## config.mk

```make
export PLATFORM = sky130hd
export DESIGN_NAME = tagged_fifo_port
export DESIGN_NICKNAME = d
export VERILOG_FILES = /design/src/rtl/fifo_port_pkg.sv /design/src/rtl/fifo_core.sv /design/src/rtl/tagged_fifo_port.sv
export SDC_FILE = /design/constraint.sdc
export NUM_CORES = 1
export LEC_CHECK = 0
export BUFFER_PORTS_ARGS = -buffer_cell sky130_fd_sc_hd__buf_2
export CORE_ASPECT_RATIO = 0.75
export CORE_UTILIZATION = 30
export CTS_BUF_LIST = sky130_fd_sc_hd__clkbuf_8
export CTS_CLUSTER_DIAMETER = 200
export DETAILED_ROUTE_END_ITERATION = 7
export GPL_TIMING_DRIVEN = 0
export PLACE_DENSITY_LB_ADDON = 0.12
export SYNTH_ARGS = -nofsm -noshare
export SYNTH_HDL_FRONTEND = slang
export SYNTH_SLANG_ARGS = --single-unit
```

## constraint.sdc

```tcl
create_clock -name clk -period 7.9 [get_ports clk]
set_clock_uncertainty 0.1 [all_clocks]
set_input_delay 1.58 -clock clk [delete_from_list [all_inputs] [get_ports clk]]
set_output_delay 1.58 -clock clk [all_outputs]
set_load 0.02 [all_outputs]
```

## src/rtl/fifo_port_pkg.sv

```systemverilog
package fifo_port_pkg;

    typedef enum logic [1:0] {
        FIFO_EMPTY   = 2'd0,
        FIFO_PARTIAL = 2'd1,
        FIFO_FULL    = 2'd2
    } fifo_state_e;

    localparam int TAG_COUNT   = 3;
    localparam int TAG_EOF_OFS = 0;
    localparam int TAG_CRC_OFS = 1;
    localparam int TAG_ROR_OFS = 2;

endpackage

```

## src/rtl/fifo_core.sv

```systemverilog
module fifo_core
    import fifo_port_pkg::*;
#(
    parameter int WIDTH = 8,
    parameter int DEPTH = 8,
    localparam int CW = $clog2(DEPTH + 1),
    localparam int PW = $clog2(DEPTH)
) (
    input  logic             clk,
    input  logic             rst_n,
    input  logic             flush,
    input  logic             push,
    input  logic [WIDTH-1:0] push_data,
    input  logic             pop,
    input  logic [WIDTH-1:0] tail_mark,
    output logic [WIDTH-1:0] head_data,
    output logic             full,
    output logic             empty,
    output logic [CW-1:0]    count
);

    fifo_state_e state, state_n;
    logic [WIDTH-1:0] mem [DEPTH];
    logic [PW-1:0]    wr_ptr, rd_ptr, tail_idx;
    logic             pop_ok, push_ok, refused;

    function automatic logic [PW-1:0] step(input logic [PW-1:0] p);
        return (p == PW'(DEPTH - 1)) ? '0 : p + 1'b1;
    endfunction

    assign pop_ok   = pop && (state != FIFO_EMPTY) && !flush;
    assign push_ok  = push && !flush && ((state != FIFO_FULL) || pop_ok);
    assign refused  = push && !flush && (state == FIFO_FULL) && !pop_ok;
    assign tail_idx = (wr_ptr == '0) ? PW'(DEPTH - 1) : wr_ptr - 1'b1;
    assign head_data = mem[rd_ptr];

    // state register
    always_ff @(posedge clk or negedge rst_n) begin
        if (!rst_n) state <= FIFO_EMPTY;
        else        state <= state_n;
    end

    // next state: fill, top-off, drain, release, flush
    always_comb begin
        state_n = state;
        if (flush) begin
            state_n = FIFO_EMPTY;
        end else begin
            unique case (state)
                FIFO_EMPTY:
                    if (push_ok) state_n = FIFO_PARTIAL;
                FIFO_PARTIAL:
                    if (push_ok && !pop_ok && count == CW'(DEPTH - 1))
                        state_n = FIFO_FULL;
                    else if (pop_ok && !push_ok && count == CW'(1))
                        state_n = FIFO_EMPTY;
                FIFO_FULL:
                    if (pop_ok && !push_ok) state_n = FIFO_PARTIAL;
                default:
                    state_n = FIFO_EMPTY;
            endcase
        end
    end

    // outputs from state
    always_comb begin
        full  = (state == FIFO_FULL);
        empty = (state == FIFO_EMPTY);
    end

    always_ff @(posedge clk or negedge rst_n) begin
        if (!rst_n) begin
            wr_ptr <= '0;
            rd_ptr <= '0;
            count  <= '0;
        end else if (flush) begin
            wr_ptr <= '0;
            rd_ptr <= '0;
            count  <= '0;
        end else begin
            if (push_ok) wr_ptr <= step(wr_ptr);
            if (pop_ok)  rd_ptr <= step(rd_ptr);
            if (push_ok && !pop_ok)      count <= count + 1'b1;
            else if (pop_ok && !push_ok) count <= count - 1'b1;
        end
    end

    always_ff @(posedge clk or negedge rst_n) begin
        if (!rst_n) begin
            for (int i = 0; i < DEPTH; i++) mem[i] <= '0;
        end else if (push_ok) begin
            mem[wr_ptr] <= push_data;
        end else if (refused) begin
            mem[tail_idx] <= mem[tail_idx] | tail_mark;
        end
    end

    // flags agree with the count held in a separate register
    assert_flags_match_count_R11: assert property (@(posedge clk) disable iff (!rst_n)
        (empty == (count == '0)) && (full == (count == CW'(DEPTH))));

    // flush empties the FIFO on the next edge
    assert_flush_empties_R9_R10: assert property (@(posedge clk) disable iff (!rst_n)
        flush |=> (empty && count == '0));

    // a refused push leaves a full FIFO full
    assert_no_overflow_R3_R8: assert property (@(posedge clk) disable iff (!rst_n)
        (full && push && !pop && !flush) |=> (full && count == CW'(DEPTH)));

    // paired push and pop keeps a full FIFO full
    assert_swap_keeps_full_R12: assert property (@(posedge clk) disable iff (!rst_n)
        (full && push && pop && !flush) |=> full);

endmodule

```

## src/rtl/tagged_fifo_port.sv

```systemverilog
module tagged_fifo_port
    import fifo_port_pkg::*;
#(
    parameter int DATA_W   = 8,
    parameter int TX_DEPTH = 8,
    parameter int RX_DEPTH = 12,
    localparam int RX_W  = DATA_W + TAG_COUNT,
    localparam int TXC_W = $clog2(TX_DEPTH + 1),
    localparam int RXC_W = $clog2(RX_DEPTH + 1)
) (
    input  logic              clk,
    input  logic              rst_n,
    input  logic              tx_en,
    input  logic              rx_en,
    input  logic              bus_wr,
    input  logic [DATA_W-1:0] bus_wdata,
    input  logic              bus_rd,
    output logic [DATA_W-1:0] bus_rdata,
    output logic              stat_eof,
    output logic              stat_crc_err,
    output logic              stat_overrun,
    input  logic              tx_pop,
    output logic [DATA_W-1:0] tx_byte,
    output logic              tx_full,
    output logic              tx_empty,
    output logic [TXC_W-1:0]  tx_count,
    input  logic              rx_push,
    input  logic [DATA_W-1:0] rx_byte,
    input  logic              rx_eof_in,
    input  logic              rx_crc_in,
    output logic              rx_full,
    output logic              rx_empty,
    output logic [RXC_W-1:0]  rx_count
);

    localparam logic [RX_W-1:0] ROR_MARK = RX_W'(1) << (DATA_W + TAG_ROR_OFS);

    logic [RX_W-1:0]      rx_entry, rx_head;
    logic [TAG_COUNT-1:0] head_tags;

    fifo_core #(.WIDTH(DATA_W), .DEPTH(TX_DEPTH)) u_tx_fifo (
        .clk       (clk),
        .rst_n     (rst_n),
        .flush     (!tx_en),
        .push      (bus_wr),
        .push_data (bus_wdata),
        .pop       (tx_pop),
        .tail_mark ('0),
        .head_data (tx_byte),
        .full      (tx_full),
        .empty     (tx_empty),
        .count     (tx_count)
    );

    always_comb begin
        rx_entry = '0;
        rx_entry[DATA_W-1:0]              = rx_byte;
        rx_entry[DATA_W + TAG_EOF_OFS]    = rx_eof_in;
        rx_entry[DATA_W + TAG_CRC_OFS]    = rx_crc_in;
    end

    fifo_core #(.WIDTH(RX_W), .DEPTH(RX_DEPTH)) u_rx_fifo (
        .clk       (clk),
        .rst_n     (rst_n),
        .flush     (!rx_en),
        .push      (rx_push),
        .push_data (rx_entry),
        .pop       (bus_rd),
        .tail_mark (ROR_MARK),
        .head_data (rx_head),
        .full      (rx_full),
        .empty     (rx_empty),
        .count     (rx_count)
    );

    assign head_tags = rx_head[RX_W-1:DATA_W];

    always_ff @(posedge clk or negedge rst_n) begin
        if (!rst_n) begin
            bus_rdata    <= '0;
            stat_eof     <= 1'b0;
            stat_crc_err <= 1'b0;
            stat_overrun <= 1'b0;
        end else if (bus_rd) begin
            if (!rx_empty && rx_en) begin
                bus_rdata    <= rx_head[DATA_W-1:0];
                stat_eof     <= head_tags[TAG_EOF_OFS];
                stat_crc_err <= head_tags[TAG_CRC_OFS];
                stat_overrun <= head_tags[TAG_ROR_OFS];
            end else begin
                bus_rdata <= '0;
            end
        end
    end

    // empty read gives zero and keeps status
    assert_empty_read_zero_R7: assert property (@(posedge clk) disable iff (!rst_n)
        (bus_rd && rx_empty) |=> (bus_rdata == '0 &&
            $stable(stat_eof) && $stable(stat_crc_err) && $stable(stat_overrun)));

    // status holds between reads
    assert_status_hold_R6: assert property (@(posedge clk) disable iff (!rst_n)
        !bus_rd |=> ($stable(stat_eof) && $stable(stat_crc_err) && $stable(stat_overrun)));

    // status updates only when an entry leaves the receive FIFO
    assert_status_moves_on_pop_R5: assert property (@(posedge clk) disable iff (!rst_n)
        !$stable({stat_eof, stat_crc_err, stat_overrun}) |-> $past(bus_rd && !rx_empty));

endmodule

```

==> out/results.ini <==
[pwr]
ir_drop_v = 0.0000791
power_leakage_nw = 6.19
p_per_area_nw_per_um2 = 222

[sta]
drv_slew = 10
tightest_slew_ns = 1.51
max_slew_margin_pct = -1.31
timing.fmax_mhz = 188
setup_viol_count_final = 0
period_minus_slack_ns = 5.31
post-route-period-util_pct = 67.2
tns_ns = 0
rsz0062_at_grt = no
hold_viol = 0

[global_route]
grt_pass1_wl_um = 79000
globalRouteTotalUtil_pct = 23.1
antenna_found_initial = 0
grt_overflow = 0
grt_max_degree = 113
grt_pass1_vias = 12013

[yosys]
netlist.area_leader.share_pct = 43.0
synth_compound_area_share_pct = 24.8
async_reset_ff_share_pct = 100
synthTopCellsByCount = 233 x dfrtp_1, 183 x o21ai_0, 149 x a22oi_1
synthCells = 1323
synthSimpleGateAreaFrac_pct = 9.95
yosys-top-cells-area = dfrtp_1 43%, mux4_2 13%, a22oi_1 8.2%
synth-edff-count = 0
syn_avg_cell_area_um2 = 10.3
ys_ff_latch = 233
yosys_warnings = 0
synth_flop_cell = dfrtp_1
synth_cell_types = 66
synthXorXnorAreaFrac_pct = 0.323
syn_area_um2 = 13600
synth_seq_area_share_pct = 43.0
synth_area_leader_cell = dfrtp_1
synthesis.nets = 1369
yosysMostFrequentCell = dfrtp_1
synth_mux_area_share_pct = 15.5
synth_top_family_by_area = compound AO/OA/AOI/OAI gates
synth_fa_ha_area_share_pct = 1.84

[setup_path]
path_cells = clkbuf_1, clkbuf_1, mux4_2, mux2_2, buf_2
timing.critical_path.arrival_ns = 3.63
cp-end-kind = output pin
worstSetupStartpointType = flop
max_stage_delay_ns = 0.88
crit_buf_inv = 3
crit_required_ns = 6.22
path_class = flop to output pin
crit_fanout = 10
cp_slowest_cell = clkbuf_1
cpMostUsedCell = clkbuf_1
critPathTopFamily = buffers and inverters

[clocking]
cts_setup_buffers = 0
clk_pin_slew_ns = 0.06
cts_root_buffer = clkbuf_8
htreeDepth = 2
ctsResizeCount = 0
cts_inserted_buffers = 46
cts.sinks = 233
cts_buffer_depth = 3
holdBufCountCts = 0
cts_tree = yes
clkLatencyLatePin_ns = 0.61

[floorplan]
die_x_um = 248
core.rowCount = 67
die_y_um = 186
pin_count = 57
core-area_um2 = 44700
start_util_pct = 30.4
die_area_um2 = 46100

[placed_design]
place.gp.congestion = 0.866
port_buffers = 45
hpwl_um = 36700
place_area_um2 = 14600

[drt]
wl_per_cell_um = 25.9
drc = 8
first_iter_violations = 1232
wl_um = 52900
ant_nets = 0
num_vias = 12239
vias_per_cell = 6.00
drt_first_pass_iters = 8

[layout]
area_delta_synth_final_pct = 14.6
fin_nets = 1466
n_fill_cell = 4557
final_layout_size_suffix_gt1_share_pct = 15.7
num_antenna_cells = 0
final_area_um2 = 15600

[run_status]
run_status = finished with violations
violations = DRC, capacitance limit, slew limit

[worst_hold_path]
hp-class = flop to flop

[flow_run]
maxCapViolations = 1

-- sequential cells by signal, indices dropped and copies added, names as in the netlist --
signal and flops:
stat_crc_err 1, u_rx_fifo.rd_ptr 4, u_rx_fifo.count 4, u_tx_fifo.rd_ptr 3
u_rx_fifo.state 2, u_rx_fifo.mem 132, stat_overrun 1, stat_eof 1
bus_rdata 8, u_rx_fifo.wr_ptr 4, u_tx_fifo.mem 64, u_tx_fifo.count 4
u_tx_fifo.state 2, u_tx_fifo.wr_ptr 3
-- final timing paths --
check | start | to | slack (ns) | cells after the start
worst max-delay path | u_tx_fifo.rd_ptr[0] | tx_byte[5] | 2.59 | 5
worst min-delay path | stat_crc_err | stat_crc_err | 0.38 | 2
worst max register to register | u_tx_fifo.wr_ptr[0] | u_tx_fifo.mem[17] | 2.62 | 12
worst min register to register | stat_crc_err | stat_crc_err | 0.38 | 2
max in group asynchronous | rst_n | u_tx_fifo.wr_ptr[2] | 5.99 | 2
min in group asynchronous | rst_n | u_rx_fifo.count[2] | 0.75 | 1
-- layer usage --
metal  wire length [µm]  vias up  track usage (%)
met3               5310       67             6.41
met1              25300     6320             35.6
met2              21300      550             31.1
met4                784        2             5.30
li1                   -     5300                -
met5                131        -             2.10
-- through the flow --
| step | worst slack [ns] | power (mW) | hold WS, ns | cells | utilization, % |
|---|---|---|---|---|---|
| floorplan | 4.08 | 1.94 | 0.373 | 1323 | - |
| global placement | 0.418 | 2.20 | 0.365 | 1954 | 32.5 |
| detailed placement | 2.80 | 2.21 | 0.372 | 1957 | 32.7 |
| CTS | 2.48 | 3.47 | 0.384 | 2040 | 34.8 |
| global route | 2.32 | 3.62 | 0.443 | 2041 | 34.8 |
| finish | 2.59 | 3.45 | 0.378 | 2041 | 34.8 |
-- cells by family after synthesis --
kind of cell / count (synthesis)
AO/OA/AOI/OAI: 513
AND/OR/NAND/NOR: 278
flip-flops: 233
buffers and inverters: 163
multiplexers: 111
adder cells (fa/ha/maj): 20
XOR/XNOR: 5
-- layout make-up --
| type | count | area [µm²] | share of cell area, % |
|---|---|---|---|
| multi-input cells | 927 | 7150 | 46.0 |
| flip-flops and latches | 233 | 5830 | 37.5 |
| clock buffers | 55 | 757 | 4.87 |
| well taps | 586 | 733 | 4.71 |
| plain buffers | 115 | 448 | 2.88 |
| repair buffers | 49 | 303 | 1.95 |
| inverters | 48 | 180 | 1.16 |
| clock inverters | 28 | 149 | 0.957 |
-- cells in the final DEF, fill, tap and decap left out, types with 5 or more instances in the layout --
| cell | synthesis | layout |
|---|---|---|
| nor2_1 | 63 | 63 |
| nor3b_1 | 7 | 7 |
| nand2_1 | 93 | 93 |
| buf_2 | 7 | 52 |
| mux2_2 | 9 | 9 |
| mux4_2 | 79 | 79 |
| and2_1 | 14 | 14 |
| clkbuf_8 | 0 | 55 |
| and3_1 | 12 | 12 |
| nor3_2 | 0 | 5 |
| o211ai_1 | 15 | 15 |
| a22oi_1 | 149 | 149 |
| clkbuf_1 | 93 | 93 |
| a31oi_1 | 15 | 14 |
| o221ai_1 | 13 | 13 |
| a21oi_1 | 45 | 45 |
| nor3_1 | 14 | 9 |
| nand3_1 | 29 | 29 |
| a221oi_1 | 5 | 5 |
| nor2b_1 | 20 | 20 |
| buf_1 | 14 | 14 |
| a211oi_1 | 5 | 5 |
| o21ai_1 | 8 | 8 |
| ha_1 | 20 | 20 |
| o21ai_0 | 183 | 183 |
| o22ai_1 | 11 | 11 |
| a221o_1 | 24 | 24 |
| inv_1 | 47 | 67 |
| mux2i_1 | 23 | 23 |
| dfrtp_1 | 233 | 233 |
-- power breakdown --
part | switching (mW) | internal, mW | total, mW
Sequential | 0.142 | 1.34 | 1.49
Clock | 0.573 | 0.662 | 1.24
Combinational | 0.424 | 0.301 | 0.725
Total | 1.14 | 2.31 | 3.45
-- worst register-to-register path, delay by kind of cell, from the launching register on --
kind	cells	cell delay, ns
AO/OA/AOI/OAI	3	1.30
flip-flops	1	0.60
adder cells (fa/ha/maj)	1	0.31
buffers and inverters	5	1.63
AND/OR/NAND/NOR	3	1.14
Power figures use the tool's default switching activity.
